<file path="config.mk">
export PLATFORM = sky130hd
export DESIGN_NAME = sio_ctrl
export DESIGN_NICKNAME = d
export VERILOG_FILES = /design/src/rtl/sio_ctrl.sv
export SDC_FILE = /design/constraint.sdc
export NUM_CORES = 1
export LEC_CHECK = 0
export ABC_AREA = 1
export BUFFER_PORTS_ARGS = -buffer_cell sky130_fd_sc_hd__buf_4
export CAP_MARGIN = 5
export CELL_PAD_IN_SITES_DETAIL_PLACEMENT = 1
export CELL_PAD_IN_SITES_GLOBAL_PLACEMENT = 2
export CORE_ASPECT_RATIO = 2
export CORE_MARGIN = 3
export CORE_UTILIZATION = 16
export DETAILED_ROUTE_END_ITERATION = 7
export PLACE_DENSITY_LB_ADDON = 0.2
export SLEW_MARGIN = 5
export SYNTH_ARGS = -nofsm -noshare
export SYNTH_HDL_FRONTEND = slang
export SYNTH_SLANG_ARGS = --single-unit
export TNS_END_PERCENT = 100
</file>
<file path="constraint.sdc">
create_clock -name clk -period 0.8 [get_ports clk]
set_input_delay 0.04 -clock clk [delete_from_list [all_inputs] [get_ports clk]]
set_output_delay 0.04 -clock clk [all_outputs]
set_load 0.01 [all_outputs]
</file>
<file path="src/rtl/sio_ctrl.sv">
module sio_ctrl #(
  parameter int ADDR_W    = 2,
  parameter int CTRL_ADDR = 0,
  parameter int STAT_ADDR = 1
) (
  input  logic              clk,
  input  logic              rst_n,
  input  logic              io_halt,
  input  logic [ADDR_W-1:0] bus_addr,
  input  logic              bus_wr,
  input  logic [7:0]        bus_wdata,
  output logic [7:0]        bus_rdata,
  input  logic              rd_strobe,
  input  logic              mp_mode,
  input  logic              rx_byte,
  input  logic              rx_mpb,
  input  logic              ovr_set,
  input  logic              frm_set,
  input  logic              par_set,
  input  logic              tx_load,
  input  logic              tx_sent,
  output logic              rx_en,
  output logic              tx_en,
  output logic              rts,
  output logic              rx_abort,
  output logic              tx_abort,
  output logic              rx_full,
  output logic              tx_empty,
  output logic [2:0]        err_flags
);
  localparam int RE_BIT  = 6;
  localparam int TE_BIT  = 5;
  localparam int RTS_BIT = 4;
  localparam int MP_BIT  = 3;

  logic ctrl_wr, err_clr, rx_en_d, tx_en_d, mpb_q;
  logic [2:0] err_in;

  assign ctrl_wr = bus_wr && (bus_addr == ADDR_W'(CTRL_ADDR));
  assign err_clr = ctrl_wr && !bus_wdata[MP_BIT];
  assign err_in  = {ovr_set, frm_set, par_set};

  always_ff @(posedge clk or negedge rst_n) begin
    if (!rst_n) begin
      rx_en <= 1'b0;
      tx_en <= 1'b0;
      rts   <= 1'b1;
    end else begin
      if (ctrl_wr) begin
        rx_en <= bus_wdata[RE_BIT];
        tx_en <= bus_wdata[TE_BIT];
        rts   <= bus_wdata[RTS_BIT];
      end
      if (io_halt) begin
        rx_en <= 1'b0;
        tx_en <= 1'b0;
      end
    end
  end

  always_ff @(posedge clk or negedge rst_n) begin
    if (!rst_n) begin
      rx_en_d   <= 1'b0;
      tx_en_d   <= 1'b0;
      mpb_q     <= 1'b0;
      err_flags <= 3'b000;
      rx_full   <= 1'b0;
      tx_empty  <= 1'b1;
    end else begin
      rx_en_d   <= rx_en;
      tx_en_d   <= tx_en;
      if (rx_byte) mpb_q <= rx_mpb;
      err_flags <= err_in | (err_clr ? 3'b000 : err_flags);
      rx_full   <= rx_byte | (rx_full & ~rd_strobe);
      tx_empty  <= tx_sent | (tx_empty & ~tx_load);
    end
  end

  assign rx_abort = rx_en_d & ~rx_en;
  assign tx_abort = tx_en_d & ~tx_en;

  always_comb begin
    bus_rdata = 8'h00;
    if (bus_addr == ADDR_W'(CTRL_ADDR)) begin
      bus_rdata[RE_BIT]  = rx_en;
      bus_rdata[TE_BIT]  = tx_en;
      bus_rdata[RTS_BIT] = rts;
      bus_rdata[MP_BIT]  = mp_mode & mpb_q;
    end else if (bus_addr == ADDR_W'(STAT_ADDR)) begin
      bus_rdata = {rx_full, err_flags, 3'b000, tx_empty};
    end
  end
endmodule


</file>
# [Word-level counts from Yosys, hierarchy flattened]
# Index checks and enable logic that the tools add are counted.
[op_classes] eq_ne=1 muxes=9 bitwise_logic=12 reduce_logical=5
[ops] operator="two-way mux 8 bit" n=1
[ops] operator="two-way mux 3 bit" n=2
[ops] operator="AND 1 bit" n=5
[ops] operator="two-way mux 1 bit" n=5
[ops] operator="two-way mux 4 bit" n=1
[ops] operator="inverter 1 bit" n=4
[ops] operator="OR 3 bit" n=1
[ops] operator="equality test 2 x 1 -> 1 bit, second input constant" n=1
[ops] operator="logical AND 1 bit" n=2
[ops] operator="zero test 2 bit" n=1
[ops] operator="OR 1 bit" n=2
[ops] operator="nonzero test 2 bit" n=1
[ops] operator="zero test 1 bit" n=1
[totals] register_bits=11 input_bits=23 output_inout_bits=18 elab_cells=36

# [Longest topological paths before layout]
# Gate-level depths: netlist (run 1).
[logic_depth] ltp_word=5 depth_mapped=4 ltp_nobuf=4

# [Worst setup path after synthesis (run 1)]
# Ideal clock, no wire load.
[synth_path] kind="reg2out" from="register tx_empty" to="output port bus_rdata[0]" arrival_ps=759 t_required_ps=760 setup_slack_ps=1 stages_incl_launch_ff=3 path_buffers=0 cell_sequence="dfstp_2 -> inv_1 -> nor2_1"
[synth_via] elab_chain_cells=2
[synth_rtl] item="from (decl)" line="28" source="output logic tx_empty,"
[synth_rtl] item="from (signal assigned)" line="75" source="tx_empty <= tx_sent | (tx_empty & ~tx_load);"
[synth_rtl] item="two-way mux 8 bit" line="89" source="end else if (bus_addr == ADDR_W'(STAT_ADDR)) begin"
[synth_rtl] item="two-way mux 3 bit" line="84" source="if (bus_addr == ADDR_W'(CTRL_ADDR)) begin"
[synth_rtl] item="to (decl)" line="12" source="output logic [7:0] bus_rdata,"
# Every way passes these cells.

# [Final worst setup path (run 1)]
[layout_path] from="register rts" to="output port bus_rdata[4]"
[layout_via] elab_chain_cells=1
[layout_rtl] item="from (decl)" line="24" source="output logic rts,"
[layout_rtl] item="from (signal assigned)" line="52" source="rts <= bus_wdata[RTS_BIT];"
[layout_rtl] item="two-way mux 4 bit" line="84"
# Every way passes these cells.

==> results.toml, run 1 <==
[synth]
syn_avg_cell_area_sq_um = 8.314
synth_top_area_share_pct = 43.69
synth_cell_types = 14
ys_seq_area_share_pct = 53.88
netlist_top_cells_count = "19 x nand2_1, 11 x inv_1, 9 x dfrtp_1"
netlist_instances = 62
yosysWarnings = 0
synth_most_common_cell = "nand2_1"
ys_ff_latch = 11
synth_edf_count = 0
yosys.area.top_type = "dfrtp_1"
async_flop_share_pct = 100.0
synth_area_sq_um = 515.5
yosys-top-cells-area = "dfrtp_1 44%, nand2_1 14%, dfstp_2 10%, inv_1 8.0%, nand3_1 5.8%"
ys.flop_type = "dfrtp_1"

[placed_design]
placed_cells = 127
gp_congestion = 0.6318
portBuffers = 34
place_area_sq_um = 812.0
hpwl_um = 1326
dp_slack_ps = -20.68

[floorplanning]
row_count = 28
dieArea_sq_mm = 0.003980
io_pins = 41
fp.dieH_um = 86.27
start_util_pct = 17.11
coreArea_sq_mm = 0.003013
die_w_um = 46.14

[timing]
fin_crit_sh_pct = 131.1
period_needed_ps = 1049
fmax_mhz = 953.4
whs_ps = 18.21
clock_skew_ps = 0.1181
final_max_slew_viol_count = 0
setup_viol = 17
rsz0062_at_grt = "yes"
hold_viol_final = 0
finalSetupTns_ps = -2207
final.setup.worst_slack_ps = -248.9

[drt]
drt-total-wl_um = 1760
routed_via_density = 4.156
ant_nets = 0
drc = 0
routedWlPerCell_um = 11.97
vias = 611
dr.pass1.iters = 2
drt_iter0_drc = 5

[critical_path]
rr_startpoint = "tx_empty"
endpoint_kind = "output pin"
worstSetupPathType = "reg2out"
cp_max_fo = 3
worstPathArrival_ps = 1010
cp-startpoint = "rts"
regToRegSetupSlack_ps = -90
r2r_end = "tx_empty"
worst_setup_path_start_kind = "flop"
required_ps = 760
r2r_cells = 3

[final_layout]
utilization_pct = 36.63
antenna_cells = 0
stdcell_area_sq_mm = 0.001104
layout-drive-gt1-share_pct = 57.26
synthToLayoutAreaGrowth_pct = 114.1
final_cell_count_no_fill = 147
fin_nets = 141

[clocking]
htree_levels = 1
clk_pin_slew_ps = 50
cts_made_buffers = 3
clock_latency_ps = 240
root_buffer = "clkbuf_8"
cts_tree = "yes"
cts_sinks = 11
max-clock-path-buffers = 2

[power]
power_density_mw_per_mm2 = 1430
p_total_mw = 1.578
ir_drop_v = 0.0007126
leakage_nw = 0.5786

[global_route]
grt_max_degree = 12
antenna_found_initial = 0
met1_usage_pct = 10.70
gr-usage-met2_pct = 16.21
overflow = 0
grt_usage_pct = 9.904
busiest_layer = "met2"
grt_pass1_vias = 643
grt_pass1_wl_um = 2856
met3_usage_pct = 2.495

[status]
violations = "setup timing"
status = "finished with violations"

[worst_hold_path]
min_path_type = "in2reg"
hold_depth = 2
whs_endpoint = "rx_full"
worstHoldStart = "rx_byte"

[job]
drv_cap = 0
-- worst max path at each step --
stage / to / cells after the start
after floorplan: bus_rdata[0] / 2
after global placement: bus_rdata[0] / 3
after detailed placement: bus_rdata[0] / 3
after CTS: bus_rdata[4] / 3
after global routing: bus_rdata[4] / 3
final: bus_rdata[4] / 3
-- layout make-up --
cell class / instances / area [sq um]
fillers: 371 / 1909
multi-input cells: 39 / 224.0
inverters: 11 / 41.29
clock buffers: 4 / 45.04
well taps: 30 / 37.54
repair buffers: 52 / 475.5
flip-flops and latches: 11 / 280.3
-- layer usage --
layer / share of wire, % / vias up / wire length [um]
met5: 0 / - / 0
met4: 2.8 / 0 / 50
met3: 8.3 / 5 / 146
met2: 55 / 25 / 974
met1: 33 / 285 / 588
li1: - / 296 / -
-- cells in the final DEF, fill, tap and decap left out, drive strengths merged --
cell         instances
and3                 1
buf                 45
clkbuf               4
conb                 2
dfrtp                9
dfstp                2
dlygate4sd3          7
inv                 11
nand2               19
nand3                7
nand4                2
nor2                 5
o21ai                1
o21bai               2
-- repair_timing --
action,in CTS,in global routing
endpoints found under the hold margin,16,0
endpoints found under the setup margin,16,20
setup buffers,9,0
gates resized for setup,15,18
pin swaps,6,3
hold buffers,7,0
-- registers in the layout, indices dropped and copies added (netlist names) --
name and cells:
err_flags 3, mpb_q 1, rts 1, rx_en 1
rx_en_d 1, rx_full 1, tx_empty 1, tx_en 1
tx_en_d 1
-- power by group --
part	internal [mW]	switching, mW
Combinational	0.233	0.153
Clock	0.351	0.216
Sequential	0.598	0.0277
-- cell families after synthesis --
group                  Yosys count  share of synthesized area [%]
and+or+nand+nor                 34                          30.58
other                            1                         0.7275
DFF                             11                          53.88
buffers and inverters           13                          10.92
AOI/OAI and AO/OA                3                          3.882
-- critical path, cell delays in order, from the launching register on --
cell	delay (ps)
dfstp_2	550
nand2_2	60
nand2_2	80
buf_6	90
No activity file was read; power rests on OpenSTA's default activity.
==> run 2, diff against run 1 <==
--- a/config.mk
+++ b/config.mk
@@ -12,7 +12,7 @@
 export CELL_PAD_IN_SITES_GLOBAL_PLACEMENT = 2
 export CORE_ASPECT_RATIO = 2
 export CORE_MARGIN = 3
-export CORE_UTILIZATION = 16
+export CORE_UTILIZATION = 18
 export DETAILED_ROUTE_END_ITERATION = 7
 export PLACE_DENSITY_LB_ADDON = 0.2
 export SLEW_MARGIN = 5
==> constraint.sdc (replaced) <==
create_clock -name clk -period 1.19 [get_ports clk]
set_input_delay 0.0595 -clock clk [delete_from_list [all_inputs] [get_ports clk]]
set_output_delay 0.0595 -clock clk [all_outputs]
set_load 0.01 [all_outputs]
==> results.toml, run 2 (synthesis gave the netlist of run 1 again) <==
[status]
status = "completed"

[critical_path]
cp_max_fo = 2
worstSetupPathType = "reg2out"
worst_setup_path_start_kind = "flop"
required_ps = 1130
rr_startpoint = "tx_empty"
cp-startpoint = "tx_empty"
endpoint_kind = "output pin"
worstPathArrival_ps = 1030

[timing]
fmax_mhz = 916.3
final.setup.worst_slack_ps = 98.62
rsz0062_at_grt = "no"
final_max_slew_viol_count = 0
clock_skew_ps = 0.1606
setup_viol = 0
finalSetupTns_ps = 0
period_needed_ps = 1091
whs_ps = 6.339
fin_crit_sh_pct = 91.71
hold_viol_final = 0

[placed_design]
place_area_sq_um = 794.5
gp_congestion = 0.6492
portBuffers = 34
placed_cells = 123
dp_slack_ps = 340.3
hpwl_um = 1238

[worst_hold_path]
worstHoldStart = "ovr_set"
min_path_type = "in2reg"

[power]
sw_frac_of_total_pct = 24.19
p_total_mw = 0.9705
switchingPower_mw = 0.2348
p_comb_share_pct = 18.6
leakage_nw = 0.4937
power_frac_seq_pct = 42.8
power_density_mw_per_mm2 = 1116
p_clk_share_pct = 38.5
ir_drop_v = 0.0004715
intPower_mw = 0.7357

[drt]
wl_met3_um = 115
dr.pass1.iters = 3
ant_nets = 0
drt-total-wl_um = 1496
wl_met1_um = 494
wl_met2_um = 864
drt_iter0_drc = 8
drc = 0
routed_via_density = 4.154
highest_layer = "met4"
routedWlPerCell_um = 11.51
vias = 540

[final_layout]
layout-drive-gt1-share_pct = 41.18
top_register = "err_flags"
final_cell_mix = "34 x buf_4, 19 x nand2_1, 11 x inv_1, 9 x dfrtp_1, 6 x nand3_1"
synthToLayoutAreaGrowth_pct = 68.69
antenna_cells = 0
final_cell_count_no_fill = 130
final_common_cell = "buf_4"
stdcell_area_sq_um = 869.6
utilization_pct = 33.00
fin_nets = 126
largest_reg_flops = 3

[floorplanning]
row_count = 26
die_w_um = 43.84
io_pins = 41
dieArea_sq_mm = 0.003581
start_util_pct = 19.56
fp.dieH_um = 81.68
coreArea_sq_mm = 0.002635

[clocking]
post_cts_resized = 0
cts_made_buffers = 3
htree_levels = 1
post_cts_buffers = 0
max-clock-path-buffers = 2
cts_tree = "yes"
clk_pin_slew_ps = 50
cts_sinks = 11
hold_buffers = 3
root_buffer = "clkbuf_8"
clock_latency_ps = 230

[global_route]
grt_max_degree = 12
grt_pass1_wl_um = 2228
grt_usage_pct = 8.631
grt_pass1_vias = 530
overflow = 0
antenna_found_initial = 0

[job]
drv_cap = 0
==> run 2: changes by cell type in the layout (fill, tap and decap cells not counted), sizes merged <==
cell	delta
buf	-11
dlygate4sd3	-4
==> run 2: worst paths after layout <==
check	to	slack (ps)	depth (start not counted)
setup / recovery	bus_rdata[0]	100	3
hold / removal	err_flags[2]	6	3
setup reg to reg	tx_empty	430	2
hold reg to reg	rx_en_d	470	0
max in group asynchronous	tx_empty	770	2
min in group asynchronous	rx_en	200	2
==> run 2: metal layers <==
layer  vias up  track usage (%)
li1        265                -
met1       252            8.108
met5         -                0
met4         0            5.438
met2        21            16.23
met3         2            1.535
==> run 2: power by group through the flow <==
stage | registers [mW] | clock network (mW) | logic [mW]
floorplan | 0.428 | 0 | 0.0588
global placement | 0.423 | 0 | 0.175
detailed placement | 0.423 | 0 | 0.178
CTS | 0.417 | 0.393 | 0.186
global route | 0.418 | 0.411 | 0.202
finish | 0.416 | 0.374 | 0.181
==> run 2: worst max-delay path: stages, from the launching register on <==
cell	delay [ps]
dfstp_2	530
inv_1	50
nor2_1	100
buf_4	120
==> run 2: area by class of cell <==
cell class | count | area, sq um
Sequential cell | 11 | 277.8
Tap cell | 28 | 35.03
Inverter | 11 | 41.29
Multi-Input combinational cell | 39 | 185.2
Fill cell | 328 | 1765
Clock buffer | 4 | 45.04
Timing Repair Buffer | 37 | 285.3
==> run 3, diff against run 2 <==
--- a/config.mk
+++ b/config.mk
@@ -13,6 +13,7 @@
 export CORE_ASPECT_RATIO = 2
 export CORE_MARGIN = 3
 export CORE_UTILIZATION = 18
+export CTS_BUF_LIST = sky130_fd_sc_hd__clkbuf_16
 export DETAILED_ROUTE_END_ITERATION = 7
 export PLACE_DENSITY_LB_ADDON = 0.2
 export SLEW_MARGIN = 5
==> results.toml, run 3 (synthesis gave the netlist of run 1 again) <==
[status]
status = "completed"

[timing]
period_needed_ps = 1088
clock_skew_ps = 3.425
whs_ps = 0.8604
hold_viol_final = 0
fmax_mhz = 919.0
fin_crit_sh_pct = 91.44
rsz0062_at_grt = "no"
final_max_slew_viol_count = 0
setup_viol = 0
finalSetupTns_ps = 0

[global_route]
grt_usage_pct = 8.454
met3_usage_pct = 2.193
met1_usage_pct = 8.378
grt_pass1_vias = 515
antenna_found_initial = 0
busiest_layer = "met2"
grt_max_degree = 12
grt_pass1_wl_um = 2187
overflow = 0
gr-usage-met2_pct = 15.35

[clocking]
post_cts_resized = 0
post_cts_buffers = 0
cts_tree = "yes"
clock_latency_ps = 240
cts_sinks = 11
max-clock-path-buffers = 2
htree_levels = 1
clk_pin_slew_ps = 40
cts_made_buffers = 3
root_buffer = "clkbuf_16"

[final_layout]
largest_reg_flops = 3
synthToLayoutAreaGrowth_pct = 73.30
multi_input_area_sq_um = 185.2
fillerInstances = 323
fin_nets = 125
top_register = "err_flags"
seqCellArea_sq_um = 277.8
antenna_cells = 0
final_common_cell = "buf_4"
layout-drive-gt1-share_pct = 41.58
final_cell_mix = "34 x buf_4, 19 x nand2_1, 12 x inv_1, 9 x dfrtp_1, 6 x nand3_1"

[power]
power_density_mw_per_mm2 = 1345
leakage_nw = 0.5091
ir_drop_v = 0.0007050

[job]
drv_cap = 0

[floorplanning]
row_count = 26
fp.dieH_um = 81.68
io_pins = 41
die_w_um = 43.84
start_util_pct = 19.56
coreArea_sq_mm = 0.002635
dieArea_sq_mm = 0.003581

[drt]
drc = 0
ant_nets = 0
drt_iter0_drc = 2
vias = 545
routedWlPerCell_um = 11.63
dr.pass1.iters = 3
routed_via_density = 4.225
drt-total-wl_um = 1500

[placed_design]
portBuffers = 34
gp_congestion = 0.6492
hpwl_um = 1238

[critical_path]
endpoint_kind = "output pin"
required_ps = 1130
cp_max_fo = 2
worstSetupPathType = "reg2out"
worstPathArrival_ps = 1030
worst_setup_path_start_kind = "flop"

[worst_hold_path]
min_path_type = "in2reg"
[run 3: cell types whose count changed in the layout (fill, tap and decap cells not counted)]
cell / before / now
inv_1: 11 / 12
dlygate4sd3_1: 3 / 2
clkbuf_1: 1 / 0
clkbuf_16: 0 / 3
clkbuf_8: 3 / 0
[run 3: area by class of cell]
cell class,instances,area share [%]
Sequential cell,11,31.09
Tap cell,28,3.922
Inverter,11,4.622
Timing Repair Buffer,36,30.81
Multi-Input combinational cell,39,20.73
Clock inverter,1,0.4202
Clock buffer,3,8.403
[run 3: path summary, 6_finish.rpt]
path / startpoint / endpoint / slack [ps] / cells after the start
setup / recovery: tx_empty / bus_rdata[0] / 100 / 3
hold / removal: rd_strobe / rx_full / 0.9 / 2
max in group asynchronous: rst_n / tx_empty / 760 / 2
hold reg to reg: rx_en / rx_en_d / 470 / 0
setup reg to reg: tx_empty / tx_empty / 430 / 2
min in group asynchronous: rst_n / rx_en / 200 / 2
[run 3: what timing repair did]
action,CTS,global route
setup endpoints to repair,0,0
hold buffers,2,0
endpoints found under the hold margin,12,0
[run 3: metrics by stage]
stage                     instance area [sq um]  cells  util, %  worst slack, ps  power [mW]
final                                     893.4    129    33.90            101.8       1.201
after global routing                      893.4    129    33.90            56.11       1.259
after CTS                                 893.4    129    33.90            87.05       1.222
after detailed placement                  794.5    123    30.15            340.3      0.6011
after global placement                    794.5    123    30.15            364.7      0.5980
after floorplan                           519.2     63        -            371.3      0.4864
[run 3: worst max-delay path: stages, from the launching register on]
cell and delay [ps]:
dfstp_2 520, inv_1 50, nor2_1 100, buf_4 120
[run 3: power by group]
group	switching, mW	total, mW	internal [mW]
registers	0.0143	0.417	0.402
clock network	0.165	0.606	0.441
logic	0.0816	0.178	0.0968
[run 3: layer usage]
metal	up-vias	wire length, um
met5	-	0
met4	0	36
li1	263	-
met2	23	829
met3	4	116
met1	255	518
